## src/rtl/pci_parity_pkg.sv

```systemverilog
package pci_parity_pkg;
  localparam int ST_W        = 4;
  localparam int ST_PRI_DET  = 0;
  localparam int ST_SIG_SERR = 1;
  localparam int ST_SEC_DET  = 2;
  localparam int ST_SEC_DPD  = 3;

  typedef struct packed {
    logic hit;
    logic rd;
    logic addr;
  } s_kind_t;
endpackage

```

## src/rtl/pci_par_stage.sv

```systemverilog
// Captures a phase, checks it against PAR on the following cycle.
module pci_par_stage #(
  parameter int AD_W = 32,
  parameter int BE_W = 4,
  parameter int KW   = 1
) (
  input  logic          clk_i,
  input  logic          rst_ni,
  input  logic          valid_i,
  input  logic [KW-1:0] kind_i,
  input  logic [AD_W-1:0] ad_i,
  input  logic [BE_W-1:0] cbe_i,
  input  logic          par_i,
  output logic          v_o,
  output logic [KW-1:0] kind_o,
  output logic          bad_o
);
  logic          v_q;
  logic          x_q;
  logic [KW-1:0] kind_q;

  always_ff @(posedge clk_i or negedge rst_ni) begin
    if (!rst_ni) begin
      v_q    <= 1'b0;
      x_q    <= 1'b0;
      kind_q <= '0;
    end else begin
      v_q <= valid_i;
      if (valid_i) begin
        x_q    <= ^{ad_i, cbe_i};
        kind_q <= kind_i;
      end
    end
  end

  assign v_o    = v_q;
  assign kind_o = kind_q;
  assign bad_o  = v_q & (x_q ^ par_i);
endmodule

```

## src/rtl/pci_status_w1c.sv

```systemverilog
module pci_status_w1c #(
  parameter int W = 4
) (
  input  logic         clk_i,
  input  logic         rst_ni,
  input  logic [W-1:0] set_i,
  input  logic [W-1:0] clr_i,
  output logic [W-1:0] q_o
);
  logic [W-1:0] q;

  always_ff @(posedge clk_i or negedge rst_ni) begin
    if (!rst_ni) q <= '0;
    else         q <= (q & ~clr_i) | set_i;  // set beats clear
  end

  assign q_o = q;
endmodule

```

## src/rtl/pci_rd_fwd_fifo.sv

```systemverilog
module pci_rd_fwd_fifo #(
  parameter int W     = 37,
  parameter int DEPTH = 4
) (
  input  logic         clk_i,
  input  logic         rst_ni,
  input  logic         push_i,
  input  logic [W-1:0] data_i,
  input  logic         take_i,
  input  logic         flush_i,
  output logic         valid_o,
  output logic [W-1:0] data_o
);
  localparam int AW = (DEPTH > 1) ? $clog2(DEPTH) : 1;
  localparam int CW = $clog2(DEPTH + 1);

  logic [W-1:0]  mem [DEPTH];
  logic [AW-1:0] rd_q, wr_q;
  logic [CW-1:0] cnt_q;
  logic          pop, push_ok;

  function automatic logic [AW-1:0] nxt(input logic [AW-1:0] p);
    return (p == AW'(DEPTH - 1)) ? '0 : p + 1'b1;
  endfunction

  assign pop     = take_i & (cnt_q != '0);
  assign push_ok = push_i & ((cnt_q != CW'(DEPTH)) | pop);

  always_ff @(posedge clk_i or negedge rst_ni) begin
    if (!rst_ni) begin
      rd_q  <= '0;
      wr_q  <= '0;
      cnt_q <= '0;
    end else if (flush_i) begin
      rd_q  <= '0;
      wr_q  <= '0;
      cnt_q <= '0;
    end else begin
      if (push_ok) wr_q <= nxt(wr_q);
      if (pop)     rd_q <= nxt(rd_q);
      case ({push_ok, pop})
        2'b10:   cnt_q <= cnt_q + 1'b1;
        2'b01:   cnt_q <= cnt_q - 1'b1;
        default: cnt_q <= cnt_q;
      endcase
    end
  end

  always_ff @(posedge clk_i) begin
    if (push_ok && !flush_i) mem[wr_q] <= data_i;
  end

  assign valid_o = (cnt_q != '0);
  assign data_o  = mem[rd_q];
endmodule

```

## src/rtl/pci_parity_guard.sv

```systemverilog
module pci_parity_guard
  import pci_parity_pkg::*;
#(
  parameter int AD_W      = 32,
  parameter int BE_W      = 4,
  parameter int FWD_DEPTH = 4
) (
  input  logic            clk_i,
  input  logic            rst_ni,
  input  logic            pri_perr_en_i,
  input  logic            serr_en_i,
  input  logic            sec_perr_en_i,
  input  logic            p_valid_i,
  input  logic            p_cfgwr_i,
  input  logic [AD_W-1:0] p_ad_i,
  input  logic [BE_W-1:0] p_cbe_i,
  input  logic            p_par_i,
  output logic            p_trdy_o,
  output logic            p_perr_no,
  output logic            p_serr_no,
  input  logic            s_valid_i,
  input  logic            s_addr_i,
  input  logic            s_rd_i,
  input  logic            s_hit_i,
  input  logic [AD_W-1:0] s_ad_i,
  input  logic [BE_W-1:0] s_cbe_i,
  input  logic            s_par_i,
  output logic            s_claim_o,
  output logic            s_perr_no,
  input  logic            fwd_take_i,
  input  logic            fwd_flush_i,
  output logic            fwd_valid_o,
  output logic [AD_W-1:0] fwd_ad_o,
  output logic [BE_W-1:0] fwd_cbe_o,
  output logic            fwd_par_o,
  input  logic [ST_W-1:0] stat_clr_i,
  output logic [ST_W-1:0] status_o
);
  localparam int SKW   = $bits(s_kind_t);
  localparam int FWD_W = AD_W + BE_W + 1;

  // primary: config-write data phases only
  logic p_cfg_ph, p_v, p_bad;
  logic [0:0] p_k;

  assign p_cfg_ph = p_valid_i & p_cfgwr_i;
  assign p_trdy_o = p_cfg_ph;  // completes regardless of parity

  pci_par_stage #(.AD_W(AD_W), .BE_W(BE_W), .KW(1)) u_pri_stage (
    .clk_i, .rst_ni,
    .valid_i(p_cfg_ph), .kind_i(1'b1),
    .ad_i(p_ad_i), .cbe_i(p_cbe_i), .par_i(p_par_i),
    .v_o(p_v), .kind_o(p_k), .bad_o(p_bad)
  );

  // secondary: address and read-data phases
  s_kind_t s_kin, s_k;
  logic    s_ph, s_v, s_bad;

  assign s_kin = '{hit: s_hit_i, rd: s_rd_i, addr: s_addr_i};
  assign s_ph  = s_valid_i & (s_addr_i | s_rd_i);

  pci_par_stage #(.AD_W(AD_W), .BE_W(BE_W), .KW(SKW)) u_sec_stage (
    .clk_i, .rst_ni,
    .valid_i(s_ph), .kind_i(s_kin),
    .ad_i(s_ad_i), .cbe_i(s_cbe_i), .par_i(s_par_i),
    .v_o(s_v), .kind_o(s_k), .bad_o(s_bad)
  );

  logic cfg_err, addr_err, rd_err;
  assign cfg_err  = p_bad & p_v & p_k[0];
  assign addr_err = s_bad & s_k.addr;
  assign rd_err   = s_bad & s_k.rd;

  logic p_perr_q, s_perr_q, serr_q, claim_q;
  logic serr_evt;
  assign serr_evt = addr_err & serr_en_i & sec_perr_en_i;

  always_ff @(posedge clk_i or negedge rst_ni) begin
    if (!rst_ni) begin
      p_perr_q <= 1'b0;
      s_perr_q <= 1'b0;
      serr_q   <= 1'b0;
      claim_q  <= 1'b0;
    end else begin
      p_perr_q <= cfg_err & pri_perr_en_i;
      s_perr_q <= rd_err & sec_perr_en_i;
      serr_q   <= serr_evt;
      claim_q  <= s_v & s_k.addr & s_k.hit & ~(s_bad & sec_perr_en_i);
    end
  end

  assign p_perr_no = ~p_perr_q;
  assign s_perr_no = ~s_perr_q;
  assign p_serr_no = ~serr_q;
  assign s_claim_o = claim_q;

  // status
  logic [ST_W-1:0] st_set;
  always_comb begin
    st_set              = '0;
    st_set[ST_PRI_DET]  = cfg_err;
    st_set[ST_SIG_SERR] = serr_evt;
    st_set[ST_SEC_DET]  = addr_err | rd_err;
    st_set[ST_SEC_DPD]  = rd_err & sec_perr_en_i;
  end

  pci_status_w1c #(.W(ST_W)) u_status (
    .clk_i, .rst_ni, .set_i(st_set), .clr_i(stat_clr_i), .q_o(status_o)
  );

  // read data forwarding, parity carried unchanged
  logic [AD_W-1:0] s_ad_q;
  logic [BE_W-1:0] s_cbe_q;

  always_ff @(posedge clk_i or negedge rst_ni) begin
    if (!rst_ni) begin
      s_ad_q  <= '0;
      s_cbe_q <= '0;
    end else if (s_valid_i && s_rd_i) begin
      s_ad_q  <= s_ad_i;
      s_cbe_q <= s_cbe_i;
    end
  end

  logic [FWD_W-1:0] fwd_d;

  pci_rd_fwd_fifo #(.W(FWD_W), .DEPTH(FWD_DEPTH)) u_fwd (
    .clk_i, .rst_ni,
    .push_i(s_v & s_k.rd), .data_i({s_ad_q, s_cbe_q, s_par_i}),
    .take_i(fwd_take_i), .flush_i(fwd_flush_i),
    .valid_o(fwd_valid_o), .data_o(fwd_d)
  );

  assign {fwd_ad_o, fwd_cbe_o, fwd_par_o} = fwd_d;
endmodule

```

## config.mk

```make
export PLATFORM = sky130hd
export DESIGN_NAME = pci_parity_guard
export DESIGN_NICKNAME = d
export VERILOG_FILES = /design/src/rtl/pci_parity_pkg.sv /design/src/rtl/pci_par_stage.sv /design/src/rtl/pci_status_w1c.sv /design/src/rtl/pci_rd_fwd_fifo.sv /design/src/rtl/pci_parity_guard.sv
export SDC_FILE = /design/constraint.sdc
export NUM_CORES = 1
export LEC_CHECK = 0
export BUFFER_PORTS_ARGS = -buffer_cell sky130_fd_sc_hd__buf_2
export CORE_ASPECT_RATIO = 1.75
export CORE_MARGIN = 5
export CORE_UTILIZATION = 55
export DETAILED_ROUTE_END_ITERATION = 10
export GPL_ROUTABILITY_DRIVEN = 0
export HOLD_SLACK_MARGIN = 0.12
export PLACE_DENSITY = 0.88
export SLEW_MARGIN = 20
export SYNTH_ARGS = -nofsm -noshare
export SYNTH_HDL_FRONTEND = slang
export SYNTH_SLANG_ARGS = --single-unit
```

## constraint.sdc

```tcl
create_clock -name clk_i -period 2.55 [get_ports clk_i]
set_input_delay 0.51 -clock clk_i [delete_from_list [all_inputs] [get_ports clk_i]]
set_output_delay 0.51 -clock clk_i [all_outputs]
set_load 0.005 [all_outputs]
```

Word level (Yosys, flattened, before mapping). Memories as Yosys holds them, arrays and structs flattened. Cells that the tools add are included.

Add/subtract/negate cells: 4. Equal/unequal tests: 5. Muxes and demuxes: 10. Bitwise operators: 31. Reduce and logical (&&, ||, !) cells: 9.

Operators by type and width (number): $reduce_xor 36->1 (2); $and 1x1->1 (19); $mux 2 (6); $eq 2x2->1 const B (3); $pmux 3 s2 (1); $reduce_bool 3->1 (2); $add 2x1->2 const B (2); $and 4x4->4 (1); $not 1->1 (4); $not 4->4 (1); $or 4x4->4 (1); $reduce_bool 2->1 (2); $add 3x1->3 const B (1); $mux 3 (1); $ne 3x3->1 const B (1); $or 1x1->1 (3); $sub 3x1->3 const B (1); $eq 2x1->1 const B (1); $logic_and 1x1->1 (2); $mux 1 (2); $xor 1x1->1 (2); $logic_not 1->1 (1).

Flip-flop bits (word level): 59. Bits in writable memories: 148. Bits of input ports: 91. Output and inout bits: 47. Word-level logic and storage cells: 76. Memories: 1.

Memory list: u_fwd.mem (depth 4, bits a word 37, read ports 1, clocked after Yosys merged registers in 0, wr ports 1, line pci_rd_fwd_fifo.sv:17) `logic [W-1:0] mem [DEPTH];`.

Depth between registers and ports, before layout.
Word-level depth: 7. Depth in mapped cells: 8. Gate-level depth less buffers: 8.

Hierarchy. A second synthesis with hierarchy kept.

Cell total of the unflattened synthesis: 455. Area total of the unflattened synthesis: 8675.8 um^2.

By module, submodules not included: pci_rd_fwd_fifo (instances 1, cells each 261, area an instance 5944.5 um^2, sequential area each 4619.4 um^2); pci_parity_guard (instances 1, cells each 94, area an instance 1670.4 um^2, sequential area each 1001.0 um^2); pci_par_stage at u_sec_stage (instances 1, cells each 46, area an instance 494.2 um^2, sequential area each 125.1 um^2); pci_par_stage at u_pri_stage (instances 1, cells each 42, area an instance 421.7 um^2, sequential area each 75.1 um^2); pci_status_w1c (instances 1, cells each 12, area an instance 145.1 um^2, sequential area each 100.1 um^2).

Worst setup path before layout. OpenSTA, ideal clock, no wires.

Path kind: input to register. Start point: input port fwd_flush_i. End point: memory u_fwd.mem[3][0], enable pin. Setup time: 398 ps. Arrival: 1889 ps. Required time: 2152 ps. Slack: 263 ps. Cell stages on the path: 3. Path buffers: 1. Path through: buf_1 nor3_1 and2_1.

Cells in the longest elaborated chain, start to end: 4.

Ends and longest elaborated chain: from (decl) (line pci_parity_guard.sv:31) `input logic fwd_flush_i,`; $logic_not 1->1 (line pci_rd_fwd_fifo.sv:50) `if (push_ok && !flush_i) mem[wr_q] <= data_i;`; $logic_and 1x1->1 (line pci_rd_fwd_fifo.sv:50); $mux 1 (line pci_rd_fwd_fifo.sv:50); $mux 1 (implied by the code) (line pci_rd_fwd_fifo.sv:50); to (decl) (line pci_rd_fwd_fifo.sv:17).

Every way passes these cells.

Worst setup path after layout.
Start point: register u_fwd.rd_q[0]. End point: output port fwd_ad_o[23].

Cells in the longest elaborated chain, start to end: 1.

Ends and longest elaborated chain: from (decl) (line pci_rd_fwd_fifo.sv:18) `logic [AW-1:0] rd_q, wr_q;`; from (signal assigned) (line pci_rd_fwd_fifo.sv:40) `if (pop) rd_q <= nxt(rd_q);`; $mem_v2 4x37; to (decl) (line pci_parity_guard.sv:33) `output logic [AD_W-1:0] fwd_ad_o,`.

Every way passes these cells.

==> impl_metrics.tcl <==
set metrics [dict create \
    status "complete, no violations" \
    ir_worst_vdd_mv 0.589 \
    multi_input_area_um2 2290 \
    ant_nets 0 \
    ys_seq_area_share_pct 71.3 \
    rsz0062_at_grt "no" \
    clk_path_buf_depth 3 \
    grt_pass1_wl_um 25700 \
    yosys_warnings 0 \
    crit_path_max_incr_delay_ns 0.58 \
    clock_skew_ns 0.0140 \
    routed_wl_um 16400 \
    power_mw 8.42 \
    worstSetupPathType "reg2out" \
    report.final.slew_viol_count 0 \
    core-area_um2 14800 \
    grt_pass1_vias 4782 \
    drtPass1Iterations 4 \
    finalSetupViolations 0 \
    ys_ff_latch 207 \
    crit_buf_inv 2 \
    fp.dieW_um 103 \
    h-tree-depth 1 \
    die_h_um 173 \
    nets 687 \
    antenna_found_initial 0 \
    fin_ws_ns 0.120 \
    fp.dieArea_um2 17700 \
    syn_to_final_growth_pct 18.3 \
    synthArstFlopShare_pct 28.5 \
    slowest_stage "mux4_2" \
    arrival_ns 1.92 \
    drive_gt1_share_pct 42.0 \
    powerDensity_nw_per_um2 857 \
    rows 59 \
    path_delay_family "multiplexers" \
    drv_cap 0 \
    syn_area_um2 8300 \
    antennaDiodeCount 0 \
    max_slew_margin_pct 33.2 \
    cts_root_buffer "clkbuf_16" \
    synth_top_area_share_pct 53.5 \
    drt_iter0_drc 255 \
    yosys.area.top_type "edfxtp_1" \
    hpwl_um 11300 \
    placed_cells 752 \
    r2r_cells 3 \
    via_per_inst 5.49 \
    dp_slack_ns 0.256 \
    synth-main-ff-cell "edfxtp_1" \
    synth_edf_count 148 \
    cts_tree "done" \
    holdPathStages 2 \
    tns_ns 0 \
    pin_count 138 \
    fill_cells 967 \
    yosys-top-cells-count "edfxtp_1 (148), dfrtp_1 (59), xnor2_1 (59), mux2_2 (37), mux4_2 (37)" \
    start_util_pct 55.9 \
    worst_pin_slew_ns 1.00 \
    clock.fmax_mhz 412 \
    cts_setup_buffers 0 \
    syn-instance-count 438 \
    drcViolationCount 0 \
    clkSlewWorstSetupHoldPaths_ns 0.07 \
    wl_per_cell_um 20.9 \
    cp.required_ns 2.04 \
    start_kind "flop" \
    cts.sinks 207 \
    grt_max_degree 38 \
    synth.most_common_cell "edfxtp_1" \
    io_buffers 137 \
    post-route-period-util_pct 95.3 \
    ctsHoldBuffers 1 \
    hold_violations 0 \
    clk_latency_ns 0.48 \
    path_cells "buf_4 > mux4_2 > buf_2" \
    critPathMaxFanout 16 \
    grt_usage_pct 19.3 \
    grt_overflow_total 0 \
    synth_fp_nets 535 \
    worst_setup_path_end_kind "primary output" \
    post_cts_resized 0 \
    leakage_nw 3.67 \
    route.vias.total 4309 \
    ys_types 32 \
    fin_crit_ns 2.43 \
    synth.top_cells.by_area "edfxtp_1 (54%), dfrtp_1 (18%), mux4_2 (10%)" \
    finalNonFillerCells 785 \
    worstHoldPathType "in2reg" \
    final-seq-area_um2 5920 \
    cp.depth 3 \
    cts_made_buffers 18 \
    syn_area_per_cell_um2 19.0 \
]
per-layer routing:
layer | track usage, % | wire (µm)
met1 | 22.3 | 5550
met5 | 0 | 0
met3 | 3.57 | 1040
met4 | 6.16 | 444
met2 | 35.2 | 9370
path summary, 6_finish.rpt:
path,from,end,slack (ns)
max reg2reg,u_sec_stage.v_o,u_fwd.mem[2][12],0.39
min,stat_clr_i[3],u_status.q_o[3],0.21
max,u_fwd.rd_q[0],fwd_ad_o[23],0.12
max in group asynchronous,rst_ni,s_ad_q[19],1.26
min in group asynchronous,rst_ni,serr_q,0.59
min reg2reg,u_pri_stage.kind_o,u_pri_stage.kind_o,0.49
through the flow:
stage | hold WS, ns | utilization (%) | area, µm²
2_1_floorplan | 0.214 | - | 8300
3_3_place_gp | 0.453 | 62.4 | 9260
3_5_place_dp | 0.471 | 62.4 | 9260
4_1_cts | 0.195 | 66.2 | 9820
5_1_grt | 0.204 | 66.2 | 9820
6_report | 0.213 | 66.2 | 9820
kinds of logic after synthesis:
logic type,share of synthesized area [%]
xor+xnor,8.02
simple gates,2.17
flops,71.3
buf+inv,1.21
mux,15.4
fa+ha+maj,0.995
compound gates,0.859
worst reg2reg max path, cell delays in order, from the launching register on:
cell and delay (ns):
dfrtp_1 0.41, nand2_1 0.16, nor3_1 0.32, and2_2 0.87
placed cells by master (no fill, tap or decap), types with 3 or more instances in the layout:
cell type | synthesis | routed
a21oi_1 | 4 | 4
and2_2 | 0 | 4
buf_12 | 0 | 3
buf_2 | 5 | 137
buf_4 | 0 | 4
clkbuf_1 | 4 | 5
clkbuf_16 | 0 | 19
clkinv_2 | 0 | 4
dfrtp_1 | 59 | 57
edfxtp_1 | 148 | 148
ha_1 | 5 | 5
inv_1 | 12 | 12
mux2_2 | 37 | 37
mux2i_1 | 3 | 3
mux4_2 | 37 | 37
nand2_1 | 12 | 11
nand3_1 | 3 | 3
nor2_1 | 11 | 11
o21ai_0 | 4 | 4
xnor2_1 | 59 | 59
xor2_1 | 10 | 10
power by group:
part	internal, mW	switching [mW]	leakage [nW]
logic	0.962	0.824	1.34
registers	3.90	0.186	2.05
clock network	1.43	1.12	0.272
total	6.29	2.13	3.67
flip-flops by register name, indices dropped and copies added, names as in the netlist:
register and cells:
u_fwd.mem 148, s_ad_q 32, s_cbe_q 4, u_status.q_o 4, u_fwd.cnt_q 3, u_sec_stage.kind_o 3
u_fwd.rd_q 2, u_fwd.wr_q 2, p_perr_q 1, s_claim_o 1, s_perr_q 1, serr_q 1
u_pri_stage.kind_o 1, u_pri_stage.v_o 1, u_pri_stage.x_q 1, u_sec_stage.v_o 1, u_sec_stage.x_q 1
final cells by class:
type / count / area share, %
Clock buffer: 26 / 5.31
Clock inverter: 6 / 0.318
Inverter: 12 / 0.459
Multi-Input combinational cell: 206 / 23.3
Sequential cell: 207 / 60.3
Tap cell: 183 / 2.33
Timing Repair Buffer: 145 / 8.00
Note: power is estimated with default switching activity, not from simulation.
